## src/rtl/fpn_pkg.sv

```systemverilog
// Shared types for the narrowing converter.
// Assumes nothing beyond IEEE-754 style field layout.
package fpn_pkg;

    // Class of a source value with respect to the destination range.
    typedef enum logic [1:0] {
        CLS_NORMAL = 2'd0,  // rebiased exponent fits a destination normal
        CLS_NAN    = 2'd1,  // all-ones exponent, nonzero fraction
        CLS_INF    = 2'd2,  // at or above the overflow threshold
        CLS_TINY   = 2'd3   // below destination normal range, or zero
    } fpn_cls_e;

endpackage

```

## src/rtl/fpn_classify.sv

```systemverilog
// Sorts a source exponent into a destination class.
// Also produces the rebiased exponent and the saturated denormalization shift.
// Assumes SRC_EXP >= DST_EXP, so the source bias is not below the destination bias.
module fpn_classify
    import fpn_pkg::*;
#(
    parameter int SRC_EXP  = 8,
    parameter int SRC_FRAC = 23,
    parameter int DST_EXP  = 5,
    parameter int SHW      = $clog2(SRC_FRAC + 2)
) (
    input  logic [SRC_EXP-1:0] exp_i,
    input  logic               frac_nz_i,
    output fpn_cls_e           cls_o,
    output logic [DST_EXP-1:0] nexp_o,
    output logic [SHW-1:0]     shamt_o,
    output logic               flush_o
);
    localparam int SMAX  = (1 << SRC_EXP) - 1;
    localparam int SBIAS = SMAX >> 1;
    localparam int DMAX  = (1 << DST_EXP) - 1;
    localparam int DBIAS = DMAX >> 1;
    localparam int OVF   = SBIAS + DMAX - DBIAS;

    int e_int;
    int cand;
    int shift;

    // Integer views of the exponent: rebiased candidate and shift amount.
    always_comb begin
        e_int = int'(exp_i);
        cand  = e_int - SBIAS + DBIAS;
        shift = SBIAS - DBIAS - e_int + ((exp_i != '0) ? 1 : 0);
    end

    // Class decision, in priority order NaN, in-range, overflow, tiny.
    always_comb begin
        if (e_int == SMAX && frac_nz_i) begin
            cls_o = CLS_NAN;
        end else if (cand >= 1 && cand <= DMAX - 1) begin
            cls_o = CLS_NORMAL;
        end else if (e_int >= OVF) begin
            cls_o = CLS_INF;
        end else begin
            cls_o = CLS_TINY;
        end
    end

    // Rebiased exponent and saturated shift for the tiny path.
    always_comb begin
        nexp_o  = DST_EXP'(cand);
        flush_o = (shift > SRC_FRAC);
        shamt_o = flush_o ? '0 : SHW'(shift);
    end

endmodule

```

## src/rtl/fpn_sticky_shr.sv

```systemverilog
// Right shift that ORs every bit shifted out into the result LSB.
// Assumes the top input bit is always shifted out (shift >= 1) or is zero,
// so the output drops that position.
module fpn_sticky_shr #(
    parameter int W   = 24,
    parameter int SHW = 5
) (
    input  logic [W-1:0]   val_i,
    input  logic [SHW-1:0] sh_i,
    output logic [W-2:0]   val_o
);
    logic lost;

    // Collect discarded ones, then merge them as a sticky LSB.
    always_comb begin
        lost = 1'b0;
        for (int i = 0; i < W; i++) begin
            if (i < int'(sh_i)) begin
                lost = lost | val_i[i];
            end
        end
        val_o = (W-1)'(val_i >> sh_i) | (W-1)'(lost);
    end

endmodule

```

## src/rtl/fpn_rne.sv

```systemverilog
// Round-to-nearest, ties-to-even, on a kept field with a dropped field.
// The output is one bit wider to expose the carry out of the kept field.
// Assumes DW >= 1.
module fpn_rne #(
    parameter int KW = 10,
    parameter int DW = 13
) (
    input  logic [KW-1:0] keep_i,
    input  logic [DW-1:0] drop_i,
    output logic [KW:0]   sum_o
);
    localparam logic [DW-1:0] HALF = DW'(1) << (DW - 1);

    logic up;

    // Increment decision and sum.
    always_comb begin
        up    = (drop_i > HALF) | ((drop_i == HALF) & keep_i[0]);
        sum_o = {1'b0, keep_i} + {{KW{1'b0}}, up};
    end

endmodule

```

## src/rtl/fpn_narrow.sv

```systemverilog
// Narrowing converter between two binary floating-point formats.
// Rounding is nearest-even only. The output register can be switched off
// with OUT_REG = 0.
// Assumes SRC_FRAC - DST_FRAC >= 2, DST_FRAC >= 2 and SRC_EXP >= DST_EXP.
module fpn_narrow
    import fpn_pkg::*;
#(
    parameter int SRC_EXP  = 8,
    parameter int SRC_FRAC = 23,
    parameter int DST_EXP  = 5,
    parameter int DST_FRAC = 10,
    parameter int OUT_REG  = 1
) (
    input  logic                          clk,
    input  logic                          rst_n,
    input  logic                          in_valid,
    input  logic [SRC_EXP+SRC_FRAC:0]     in_bits,
    output logic                          out_valid,
    output logic [DST_EXP+DST_FRAC:0]     out_bits
);
    localparam int SW  = 1 + SRC_EXP + SRC_FRAC;
    localparam int DW  = 1 + DST_EXP + DST_FRAC;
    localparam int TW  = SRC_FRAC - DST_FRAC;
    localparam int SHW = $clog2(SRC_FRAC + 2);

    logic                 s_sign;
    logic [SRC_EXP-1:0]   s_exp;
    logic [SRC_FRAC-1:0]  s_frac;

    fpn_cls_e             cls;
    logic [DST_EXP-1:0]   nexp;
    logic [SHW-1:0]       shamt;
    logic                 flush;

    logic [DST_FRAC:0]    nrm_sum;
    logic [SRC_FRAC:0]    sig_full;
    logic [SRC_FRAC-1:0]  den;
    logic [DST_FRAC:0]    tny_sum;

    logic [DST_EXP-1:0]   r_exp;
    logic [DST_FRAC-1:0]  r_frac;
    logic [DW-1:0]        result;

    // Split the source pattern into its fields.
    always_comb begin
        s_sign = in_bits[SW-1];
        s_exp  = in_bits[SW-2 -: SRC_EXP];
        s_frac = in_bits[SRC_FRAC-1:0];
    end

    fpn_classify #(
        .SRC_EXP (SRC_EXP),
        .SRC_FRAC(SRC_FRAC),
        .DST_EXP (DST_EXP),
        .SHW     (SHW)
    ) u_cls (
        .exp_i    (s_exp),
        .frac_nz_i(|s_frac),
        .cls_o    (cls),
        .nexp_o   (nexp),
        .shamt_o  (shamt),
        .flush_o  (flush)
    );

    // In-range path: round the source fraction directly.
    fpn_rne #(
        .KW(DST_FRAC),
        .DW(TW)
    ) u_rne_nrm (
        .keep_i(s_frac[SRC_FRAC-1 -: DST_FRAC]),
        .drop_i(s_frac[TW-1:0]),
        .sum_o (nrm_sum)
    );

    // Tiny path: significand with hidden one for normals, none for subnormals.
    always_comb begin
        sig_full = {(s_exp != '0), s_frac};
    end

    fpn_sticky_shr #(
        .W  (SRC_FRAC + 1),
        .SHW(SHW)
    ) u_shr (
        .val_i(sig_full),
        .sh_i (shamt),
        .val_o(den)
    );

    fpn_rne #(
        .KW(DST_FRAC),
        .DW(TW)
    ) u_rne_tny (
        .keep_i(den[SRC_FRAC-1 -: DST_FRAC]),
        .drop_i(den[TW-1:0]),
        .sum_o (tny_sum)
    );

    // Pick the exponent and fraction for the decided class.
    always_comb begin
        unique case (cls)
            CLS_NORMAL: begin
                r_exp  = nexp + DST_EXP'(nrm_sum[DST_FRAC]);
                r_frac = nrm_sum[DST_FRAC-1:0];
            end
            CLS_NAN: begin
                r_exp  = '1;
                r_frac = {1'b1, s_frac[SRC_FRAC-2 -: DST_FRAC-1]};
            end
            CLS_INF: begin
                r_exp  = '1;
                r_frac = '0;
            end
            default: begin
                if (flush) begin
                    r_exp  = '0;
                    r_frac = '0;
                end else begin
                    r_exp  = DST_EXP'(tny_sum[DST_FRAC]);
                    r_frac = tny_sum[DST_FRAC-1:0];
                end
            end
        endcase
        result = {s_sign, r_exp, r_frac};
    end

    generate
        if (OUT_REG != 0) begin : g_reg
            // Output register with synchronous active-low clear.
            always_ff @(posedge clk) begin
                if (!rst_n) begin
                    out_valid <= 1'b0;
                    out_bits  <= '0;
                end else begin
                    out_valid <= in_valid;
                    out_bits  <= result;
                end
            end
        end else begin : g_comb
            // Pass-through when no register stage is wanted.
            always_comb begin
                out_valid = in_valid;
                out_bits  = result;
            end
        end
    endgenerate

endmodule

```

## config.mk

```make
export PLATFORM = sky130hd
export DESIGN_NAME = fpn_narrow
export DESIGN_NICKNAME = d
export VERILOG_FILES = /design/src/rtl/fpn_pkg.sv /design/src/rtl/fpn_classify.sv /design/src/rtl/fpn_sticky_shr.sv /design/src/rtl/fpn_rne.sv /design/src/rtl/fpn_narrow.sv
export SDC_FILE = /design/constraint.sdc
export NUM_CORES = 1
export LEC_CHECK = 0
export BUFFER_PORTS_ARGS = -buffer_cell sky130_fd_sc_hd__buf_2
export CORE_ASPECT_RATIO = 1.25
export CORE_MARGIN = 4
export CORE_UTILIZATION = 54
export DETAILED_ROUTE_END_ITERATION = 12
export PLACE_DENSITY = 0.76
export SLEW_MARGIN = 40
export SYNTH_ARGS = -nofsm -noshare
export SYNTH_HDL_FRONTEND = slang
export SYNTH_HIERARCHICAL = 1
export SYNTH_SLANG_ARGS = --single-unit
export TNS_END_PERCENT = 10
```

## constraint.sdc

```tcl
create_clock -name clk -period 5.9 [get_ports clk]
set_clock_uncertainty 0.1 [all_clocks]
set_input_delay 0.295 -clock clk [delete_from_list [all_inputs] [get_ports clk]]
set_output_delay 0.295 -clock clk [all_outputs]
set_load 0.03 [all_outputs]
```

==> impl_metrics.env <==
export IMPL_seqCellArea_sq_um=340.3
export IMPL_first_global_vias=3548
export IMPL_synth_seq_cells=17
export IMPL_period_share=0.9440
export IMPL_power_density_mw_per_mm2=166.5
export IMPL_slew_violations=0
export IMPL_clock_sinks=17
export IMPL_area_delta_synth_final_pct=6.758
export IMPL_avgSynthCellArea_sq_um=8.014
export IMPL_synth_edf_count=0
export IMPL_synth_ff_type="dfxtp_1"
export IMPL_cts_setup_buffers=0
export IMPL_hold_violations=0
export IMPL_drt_iter0_markers=449
export IMPL_synth_fp_nets=519
export IMPL_layout_filler_cells=637
export IMPL_hpwlAfterDp_mm=8.332
export IMPL_fmax_ghz=0.1795
export IMPL_synth_top_cell_area_share=0.09055
export IMPL_ioPinCount=52
export IMPL_yosys_cell_count_top_type="nor2_1"
export IMPL_core_sq_mm=0.006648
export IMPL_cts_root_buf="clkbuf_8"
export IMPL_cts_tree="done"
export IMPL_totalWireLength_mm=10.83
export IMPL_vias=3897
export IMPL_whs_endpoint="out_bits[15]"
export IMPL_die_area_sq_mm=0.008367
export IMPL_ant_nets=0
export IMPL_syn_inst=469
export IMPL_synth_yosys_warnings=6
export IMPL_drc=0
export IMPL_synth_seq_area_share=0.09055
export IMPL_cts_hold_buf=0
export IMPL_worst_path_max_fanout=43
export IMPL_hold_start="in_bits[31]"
export IMPL_antenna_found_initial=0
export IMPL_end_kind="register"
export IMPL_grt_max_degree=44
export IMPL_firstDrtPassIters=6
export IMPL_setup_viol=0
export IMPL_rows=33
export IMPL_critPathRequiredTime_ns=5.93
export IMPL_portBuffers=51
export IMPL_drive_gt1_frac=0.2430
export IMPL_hold_path_class="in -> reg"
export IMPL_relSlewSlack=0.4865
export IMPL_numCtsBuffers=3
export IMPL_track_usage=0.2583
export IMPL_worst_pin_slew_ns=0.7702
export IMPL_maxCapViolations=0
export IMPL_final_min_clock_period_ns=5.570
export IMPL_post_place_ws_ns=-0.06255
export IMPL_peakVddDrop_v=0.0001179
export IMPL_start_util=0.5654
export IMPL_synthArstFlopShare=0
export IMPL_synth_top_area_cell="dfxtp_1"
export IMPL_diodes=0
export IMPL_synth_commonest_cells="nor2_1 (41), nand2_1 (29), a21oi_1 (25), mux2i_1 (21), xor2_1 (20)"
export IMPL_layout_nets=553
export IMPL_place_area_sq_mm=0.003961
export IMPL_synth_cell_types=82
export IMPL_overflow=0
export IMPL_die_h_microns=101.3
export IMPL_p_leak_nw=1.534
export IMPL_synth_area_sq_mm=0.003759
export IMPL_vias_per_cell=6.616
export IMPL_status="complete, no violations"
export IMPL_start_kind="input pin"
export IMPL_htreeDepth=1
export IMPL_netlist_top_cells_area="dfxtp_1 (9.1%), mux2i_1 (5.6%), ha_1 (5.0%)"
export IMPL_min_path_cells=2
export IMPL_max_clock_path_buffers=2
export IMPL_wl_per_cell_microns=18.39
export IMPL_clk_pin_slew_ns=0.06
export IMPL_cp_arrival_ns=5.60
export IMPL_grt_pass1_wl_mm=17.39
export IMPL_ctsResizeCount=0
export IMPL_gp_congestion=0.9784
export IMPL_multi_input_area_sq_mm=0.003104
export IMPL_fin_area_sq_mm=0.004013
export IMPL_dieWidth_microns=82.62
export IMPL_setup_ws_ns=0.3302
export IMPL_crit_path_start="in_bits[24]"
export IMPL_critPathKind="in -> reg"
stage by stage:
stage          hold slack, ns  setup TNS [ns]  power, mW    util  std cells
5_1_grt                0.1617       -0.005178     0.7128  0.6036        589
3_3_place_gp           0.4012               0     0.5686  0.5959        585
3_5_place_dp           0.4096        -0.06663     0.5723  0.5959        585
2_1_floorplan          0.3167               0     0.4782       -        469
6_report               0.1504               0     0.6681  0.6036        589
4_1_cts                0.1519               0     0.6604  0.6027        589
placed cells by master, fill, tap and decap left out, types with 16 or more instances in the layout:
cell     instances
buf_2           51
nor2_1          41
nand2_1         29
a21oi_1         23
mux2i_1         21
xor2_1          20
nand3_1         19
nor3_1          17
dfxtp_1         17
a22oi_1         16
state kept, by name (all words and copies together), names as in the netlist:
name and flops:
out_bits 16, out_valid 1
layout make-up:
type | instances | area share
Inverter | 13 | 0.01216
Multi-Input combinational cell | 404 | 0.7736
Timing Repair Buffer | 64 | 0.09105
Tap cell | 87 | 0.02713
Clock buffer | 4 | 0.01123
Sequential cell | 17 | 0.08481
power breakdown:
group | leakage (nW) | switching (mW) | internal, mW | total [mW]
logic | 1.37 | 0.276 | 0.181 | 0.457
clock network | 0.0228 | 0.0389 | 0.0479 | 0.0869
registers | 0.139 | 0.00180 | 0.122 | 0.124
total | 1.53 | 0.317 | 0.351 | 0.668
kinds of logic after synthesis:
family                   synth area share
XOR/XNOR                          0.07690
flip-flops                        0.09055
AO/OA/AOI/OAI                      0.2580
multiplexers                       0.1648
adder cells (fa/ha/maj)           0.05260
buffers and inverters             0.09121
AND/OR/NAND/NOR                    0.2660
how the worst max path moves through the flow:
stage / depth (start not counted) / endpoint
global route: 22 / out_bits[0]
global placement: 24 / out_bits[6]
CTS: 24 / out_bits[6]
floorplan: 24 / out_bits[6]
finish: 25 / out_bits[6]
detailed placement: 24 / out_bits[6]
per-layer routing:
metal | vias up | part of all wire | wire length, microns | track usage
met3 | 20 | 0.055 | 599 | 0.03292
met1 | 1861 | 0.40 | 4352 | 0.3229
met5 | - | 0 | 0 | 0
met4 | 0 | 0.024 | 263 | 0.06792
li1 | 1860 | - | - | -
met2 | 156 | 0.52 | 5614 | 0.4599
critical path, cell delays in order:
cell       delay (ns)
buf_2            0.13
inv_1            0.10
ha_1             0.20
or3b_4           0.40
or3_1            0.34
or3_1            0.32
ha_1             0.21
and2_1           0.19
and2_1           0.20
a21boi_0         0.22
a211oi_1         0.13
a21boi_2         0.23
nor3_2           0.28
buf_12           0.28
mux2_1           0.38
mux2i_1          0.27
o21a_1           0.18
a2bb2oi_1        0.19
nor2_1           0.10
and2_1           0.17
ha_1             0.22
and3_2           0.24
nand3_1          0.10
xnor2_1          0.07
o2bb2ai_1        0.13
Note: power is estimated with default switching activity, not from simulation.
